### src/rtl/sr_pkg.sv
package sr_pkg;
  typedef enum logic [1:0] {
    SR_OP_AND  = 2'b00,
    SR_OP_XOR  = 2'b01,
    SR_OP_LOAD = 2'b10,
    SR_OP_READ = 2'b11
  } sr_op_e;

  function automatic logic op_writes(input sr_op_e op);
    return op != SR_OP_READ;
  endfunction
endpackage

### src/rtl/sr_next_calc.sv
module sr_next_calc
  import sr_pkg::*;
#(
  parameter int             W    = 16,
  parameter logic [W-1:0]   MASK = 16'hE71F
) (
  input  sr_op_e         op,
  input  logic [W-1:0]   operand,
  input  logic [W-1:0]   cur,
  output logic [W-1:0]   next
);
  // Raw result before masking of unimplemented positions
  function automatic logic [W-1:0] combine(input sr_op_e o,
                                           input logic [W-1:0] a,
                                           input logic [W-1:0] c);
    case (o)
      SR_OP_AND:  return a & c;
      SR_OP_XOR:  return a ^ c;
      SR_OP_LOAD: return a;
      default:    return c;
    endcase
  endfunction

  function automatic logic [W-1:0] squash(input logic [W-1:0] v);
    return v & MASK;
  endfunction

  assign next = squash(combine(op, operand, cur));
endmodule

### src/rtl/sr_priv_gate.sv
module sr_priv_gate
  import sr_pkg::*;
(
  input  logic   valid,
  input  sr_op_e op,
  input  logic   super_mode,
  output logic   commit_wr,
  output logic   take_read,
  output logic   violation,
  output logic   flush_req
);
  logic wants_write;
  assign wants_write = valid && op_writes(op);
  assign commit_wr   = wants_write && super_mode;
  assign violation   = wants_write && !super_mode;
  assign take_read   = valid && !op_writes(op);
  assign flush_req   = commit_wr || take_read;

  always_comb begin
    assert (!(violation && flush_req));
  end
endmodule

### src/rtl/sr_ctrl_unit.sv
module sr_ctrl_unit
  import sr_pkg::*;
#(
  parameter int           SR_W      = 16,
  parameter int           SUPER_BIT = 13,
  parameter logic [15:0]  IMPL_MASK = 16'hE71F,
  parameter logic [15:0]  RESET_VAL = 16'h2700
) (
  input  logic            clk,
  input  logic            rst_n,
  input  logic            valid_i,
  input  logic [1:0]      op_i,
  input  logic [SR_W-1:0] operand_i,
  output logic [SR_W-1:0] sr_o,
  output logic [SR_W-1:0] rd_data_o,
  output logic            priv_viol_o,
  output logic            flush_o
);
  localparam logic [SR_W-1:0] MASK_W  = SR_W'(IMPL_MASK);
  localparam logic [SR_W-1:0] RESET_W = SR_W'(RESET_VAL) & MASK_W;

  sr_op_e          op;
  logic [SR_W-1:0] sr_q, sr_next, rd_q;
  logic            commit_wr, take_read, violation, flush_req;
  logic            viol_q, flush_q;

  assign op = sr_op_e'(op_i);

  sr_next_calc #(.W(SR_W), .MASK(MASK_W)) u_calc (
    .op      (op),
    .operand (operand_i),
    .cur     (sr_q),
    .next    (sr_next)
  );

  sr_priv_gate u_gate (
    .valid      (valid_i),
    .op         (op),
    .super_mode (sr_q[SUPER_BIT]),
    .commit_wr  (commit_wr),
    .take_read  (take_read),
    .violation  (violation),
    .flush_req  (flush_req)
  );

  always_ff @(posedge clk or negedge rst_n) begin
    if (!rst_n) begin
      sr_q    <= RESET_W;
      rd_q    <= '0;
      viol_q  <= 1'b0;
      flush_q <= 1'b0;
    end else begin
      if (commit_wr) sr_q <= sr_next;
      if (take_read) rd_q <= sr_q;
      viol_q  <= violation;
      flush_q <= flush_req;
    end
  end

  assign sr_o        = sr_q;
  assign rd_data_o   = rd_q;
  assign priv_viol_o = viol_q;
  assign flush_o     = flush_q;

  AST_USER_WRITE_HELD: assert property (@(posedge clk) disable iff (!rst_n)
    (valid_i && op_i != 2'b11 && !sr_q[SUPER_BIT]) |=> $stable(sr_q));
  AST_USER_WRITE_FLAGGED: assert property (@(posedge clk) disable iff (!rst_n)
    (valid_i && op_i != 2'b11 && !sr_q[SUPER_BIT]) |=> (priv_viol_o && !flush_o));
  AST_READ_KEEPS_SR: assert property (@(posedge clk) disable iff (!rst_n)
    (valid_i && op_i == 2'b11) |=> $stable(sr_q));
  AST_READ_RETURNS_SR: assert property (@(posedge clk) disable iff (!rst_n)
    (valid_i && op_i == 2'b11) |=> (rd_data_o == $past(sr_q)));
  AST_FLUSH_NEEDS_STROBE: assert property (@(posedge clk) disable iff (!rst_n)
    !valid_i |=> !flush_o);
  AST_UNIMPL_ZERO: assert property (@(posedge clk) disable iff (!rst_n)
    (sr_o & ~MASK_W) == '0);
  AST_USER_READ_OK: assert property (@(posedge clk) disable iff (!rst_n)
    (valid_i && op_i == 2'b11) |=> (flush_o && !priv_viol_o));
endmodule

### config.mk
export PLATFORM = sky130hd
export DESIGN_NAME = sr_ctrl_unit
export DESIGN_NICKNAME = d
export VERILOG_FILES = /design/src/rtl/sr_pkg.sv /design/src/rtl/sr_next_calc.sv /design/src/rtl/sr_priv_gate.sv /design/src/rtl/sr_ctrl_unit.sv
export SDC_FILE = /design/constraint.sdc
export NUM_CORES = 1
export LEC_CHECK = 0
export BUFFER_PORTS_ARGS = -buffer_cell sky130_fd_sc_hd__clkbuf_2
export CORE_ASPECT_RATIO = 1.25
export CORE_UTILIZATION = 48
export DETAILED_ROUTE_END_ITERATION = 8
export HOLD_SLACK_MARGIN = 0.05
export PLACE_DENSITY = 0.85
export SETUP_SLACK_MARGIN = 0.2
export SLEW_MARGIN = 20
export SYNTH_ARGS = -nofsm -noshare
export SYNTH_HDL_FRONTEND = slang
export SYNTH_SLANG_ARGS = --single-unit
### constraint.sdc
create_clock -name clk -period 1.46 [get_ports clk]
set_input_delay 0.073 -clock clk [delete_from_list [all_inputs] [get_ports clk]]
set_output_delay 0.073 -clock clk [all_outputs]
set_load 0.03 [all_outputs]
After elaboration in Yosys (flattened, before gate mapping)
Cells that the tools add are included.

storage, ports and cells
  output and inout bits = 34
  word-level logic and storage cells = 20
  bits in registers = 24

operators by class
  eq/ne operators = 3
  muxes and demuxes = 1
  bitwise logic cells = 2
  reductions and logical operators = 10

operator list
  operator              number
  $pmux W16 S3          1
  $and A16 B16 Y16      1
  $xor A16 B16 Y16      1
  $logic_and A1 B1 Y1   4
  $reduce_bool A3 Y1    1
  $eq A2 B1 Y1 const B  1
  $eq A2 B2 Y1 const B  1
  $logic_not A1 Y1      2
  $logic_not A2 Y1      1
  $ne A2 B2 Y1 const B  1
  $reduce_and A2 Y1     1
  $logic_or A1 B1 Y1    1

Logic depth before layout (Yosys ltp)
  depth in word-level cells = 4
  mapped depth = 5
  gate-level depth less buffers = 4

Modules after synthesis
A second synthesis with hierarchy kept.

unflattened totals
  cells, all modules = 106
  area total of the unflattened synthesis = 1841.8 um^2

modules (own cells, without submodules)
  module        seq. area each (um^2)  instances  cells each  area an instance (um^2)
  sr_ctrl_unit  855.8                  1          70          1353.8
  sr_next_calc  0.0                    1          30          450.4
  sr_priv_gate  0.0                    1          6           37.5

Worst setup path before layout
OpenSTA, ideal clock, no wires.

  path type = reg2reg
  from = reg sr_q[10] (netlist: sr_o[10])
  to = reg sr_q[10] (netlist: sr_o[10])
  path slack = 0.068 ns
  library setup time = 0.082 ns
  cell stages (with the launch flop) = 5
  arrival = 1.310 ns
  path through = dfstp_2 ha_1 mux2i_1 o2bb2ai_1 mux2_2

between the ends
  cells in the longest elaborated chain, start to end = 2
  elaborated cells between the ends (all ways) = 3
  classes of those cells = 1 x mux; 2 x bitwise

RTL lines
  item                                                  RTL line                                source
  start: declaration                                    sr_ctrl_unit.sv:23                      logic [SR_W-1:0] sr_q, sr_next, rd_q;
  start signal: assignment                              sr_ctrl_unit.sv:53                      if (commit_wr) sr_q <= sr_next;
  $xor A16 B16 Y16 or $and A16 B16 Y16 (tied branches)  sr_next_calc.sv:18, sr_next_calc.sv:17
  $pmux W16 S3 (*)                                      sr_next_calc.sv:16                      case (o)

Mark *: on every way between the ends. The rest lies on a longest branch, timed or not.
A chain may end at the register's enable or synchronous reset.

Worst setup path in the final report
  from = reg sr_q[8] (netlist: sr_o[8])
  to = reg sr_q[8] (netlist: sr_o[8])

Same word-level chain as after synthesis.

==> impl_metrics.csv <==
group,metric,value,unit
run,maxCapViolations,0,
timing,setup_tns,0,ns
timing,period_share,89.2,%
finish,nets,186,
critical_path,cp_top_family,"flip-flops",
clock_network,worst_skew_pair.late_latency,0.31,ns
critical_path,critPathCaptureType,"flop",
grt,grt-ovfl-total,0,
yosys,ys.warnings.count,0,
timing,setup_violations,0,
critical_path,max_stage_delay,0.59,ns
power_and_ir_drop,p_leak,0.924,nW
detailed_routing,drt-total-wl,2.60,mm
yosys,ys_ff_latch,24,
placed_design,post-place-ws,0.124,ns
critical_path,worstSetupStartpointType,"flop",
timing,maxSlewHeadroom,61.1,%
power_and_ir_drop,p_per_area,654,mW/mm^2
clock_network,cts-root-buf,"clkbuf_4",
detailed_routing,initialDrtViolationCount,18,
power_and_ir_drop,pwr-share-clk,29.1,%
clock_network,clkTransAtPathRegs,0.13,ns
finish,antenna_cells,0,
power_and_ir_drop,switchingPower,0.313,mW
timing,setup_ws,0.157,ns
timing,rsz0062_at_grt,"true",
finish,fill_cells,218,
timing,slew_viol_final,0,
grt,grt_pass1_vias,952,
detailed_routing,firstDrtPassIters,2,
finish,regArea,614,sq um
worst_hold_path,hold_class,"primary input to flop",
power_and_ir_drop,swShare,26.2,%
clock_network,numCtsBuffers,3,
finish,drive_gt1_share,65.4,%
detailed_routing,drc,0,
power_and_ir_drop,comb_power_share,15.0,%
detailed_routing,vias,946,
clock_network,cts_buffer_depth,2,
timing,max_freq,768,MHz
finish,fin_cells,187,
placed_design,gp_congestion,0.716,
critical_path,crit_buf_inv,0,
power_and_ir_drop,ir_worst_vdd,0.000416,V
power_and_ir_drop,intPower,0.882,mW
yosys,synthesis.area,0.00140,sq mm
placed_design,placedInstanceArea,0.00167,sq mm
timing,hold_viol_final,0,
grt,grt_max_degree,25,
detailed_routing,viasPerCell,5.06,
grt,gr-usage-all-layers,18.2,%
critical_path,worstPathCellList,"ha_4 > mux2i_1 > o2bb2ai_1 > mux2_2",
power_and_ir_drop,power_frac_seq,55.9,%
die,num_rows,21,
die,core,0.00273,sq mm
clock_network,h-tree-depth,1,
detailed_routing,ant_nets,0,
placed_design,dp_hpwl,1.86,mm
critical_path,slowest_stage,"dfstp_2",
critical_path,critical_path.max_fanout,2,
clock_network,cts_tree,"done",
critical_path,crit_type,"flop to flop",
placed_design,numPortBuffers,39,
power_and_ir_drop,power,1.20,mW
timing,period_minus_slack,1.30,ns
die,dieArea,0.00313,sq mm
yosys,ys_types,18,
finish,areaGrowthSynthToFinish,30.9,%
die,die_w,50.2,um
run_status,status,"finished, final reports clean",
yosys,ys_seq_area_share,43.4,%
finish,multiInputGateArea,820,sq um
die,initial_utilization,51.1,%
timing,worstMarginPinSlew,0.584,ns
die,die_h,62.3,um
finish,final_cell_area,0.00183,sq mm
die,io_pins,55,
timing,fin_skew,0.00605,ns
critical_path,worstPathRequired,1.71,ns
yosys,synth.avg_cell_area,13.3,sq um
critical_path,cp.arrival,1.56,ns
grt,grt_pass1_wl,4.41,mm
detailed_routing,post_drt_wl_per_cell,13.9,um
yosys,syn_inst,105,
clock_network,clock-sinks,24,
placed_design,dpl.cell_count,173,
grt,grt_antenna_before_repair,0,
tightest hold or removal path, delay by kind of cell:
family        cells  cell delay [ns]
buf+inv           1             0.15
simple gates      3             0.19
stage by stage:
stage	utilization, %	hold slack, ns
after floorplan	-	-0.223
after global placement	61.3	0.0987
after detailed placement	61.3	0.104
after CTS	65.4	0.120
after global routing	66.8	0.130
final	66.8	0.123
state kept, by name, indices dropped and copies added (netlist names):
signal	cells
rd_data_o	11
sr_o	11
flush_o	1
priv_viol_o	1
cells by family after synthesis:
family	count (synthesis)	share of synthesized area, %
adders and majority gates	11	9.87
buffers and inverters	17	10.7
AOI/OAI and AO/OA	10	6.28
muxes	32	24.8
DFF	24	43.4
and+or+nand+nor	10	4.66
other	1	0.269
Yosys cell counts:
library cell	count	area share, %
mux2_2	21	17
dfrtp_1	20	36
buf_4	12	6.5
ha_1	11	9.9
mux2i_1	11	7.9
o2bb2ai_1	10	6.3
dfstp_2	4	7.5
buf_6	3	2.4
nand2_1	2	0.54
nand3_2	2	1.4
nand3b_1	2	1.1
and3_1	1	0.45
buf_12	1	1.4
buf_2	1	0.36
conb_1	1	0.27
nand2_2	1	0.45
nor2_1	1	0.27
nor2b_1	1	0.45
repair_timing:
item                       CTS  global route
setup endpoints to repair   11            14
hold buffers                 2             0
buffers inserted             5             3
pin swaps                    5             4
hold endpoints to repair    21             0
gates resized for setup      2            10
layer usage:
| metal | vias up | routed length, um | track usage (%) |
|---|---|---|---|
| li1 | 454 | - | - |
| met1 | 471 | 1110 | 22.8 |
| met2 | 19 | 1390 | 31.3 |
| met3 | 2 | 85 | 2.70 |
| met4 | 0 | 12 | 5.71 |
| met5 | - | 0 | 0 |
final cells by class:
cell class	instances	area share, %
well taps	34	2.33
clock buffers	4	1.99
flip-flops and latches	24	33.6
repair buffers	52	17.2
multi-input cells	73	44.9
cells in the final DEF (no fill, tap or decap), drive strengths merged:
master | synthesis | routed
clkbuf | 0 | 40
ha | 11 | 11
o2bb2ai | 10 | 10
nand3 | 2 | 2
conb | 1 | 10
and3 | 1 | 1
mux2i | 11 | 11
mux2 | 21 | 21
dfstp | 4 | 4
nor2b | 1 | 1
nand2 | 3 | 3
buf | 17 | 14
dfrtp | 20 | 20
nor2 | 1 | 1
dlygate4sd3 | 0 | 2
nand3b | 2 | 2
final timing paths:
check	start	endpoint	slack (ns)	depth (start not counted)
min in group asynchronous	rst_n	priv_viol_o$_DFF_PN0_	0.28	2
worst min register to register	rd_data_o[1]$_DFFE_PN0P_	rd_data_o[1]$_DFFE_PN0P_	0.52	1
worst max-delay path	sr_o[8]$_DFFE_PN1P_	sr_o[8]$_DFFE_PN1P_	0.16	4
worst min-delay path	op_i[0]	priv_viol_o$_DFF_PN0_	0.12	4
worst max register to register	sr_o[8]$_DFFE_PN1P_	sr_o[8]$_DFFE_PN1P_	0.16	4
max in group asynchronous	rst_n	sr_o[3]$_DFFE_PN0P_	0.76	2
power groups by stage:
stage          sequential (mW)  clock, mW  combinational (mW)
2_1_floorplan            0.687          0               0.130
3_3_place_gp             0.681          0               0.169
3_5_place_dp             0.681          0               0.174
4_1_cts                  0.669      0.355               0.181
5_1_grt                  0.669      0.392               0.200
6_report                 0.669      0.348               0.179
(Power assumes the default switching activity.)
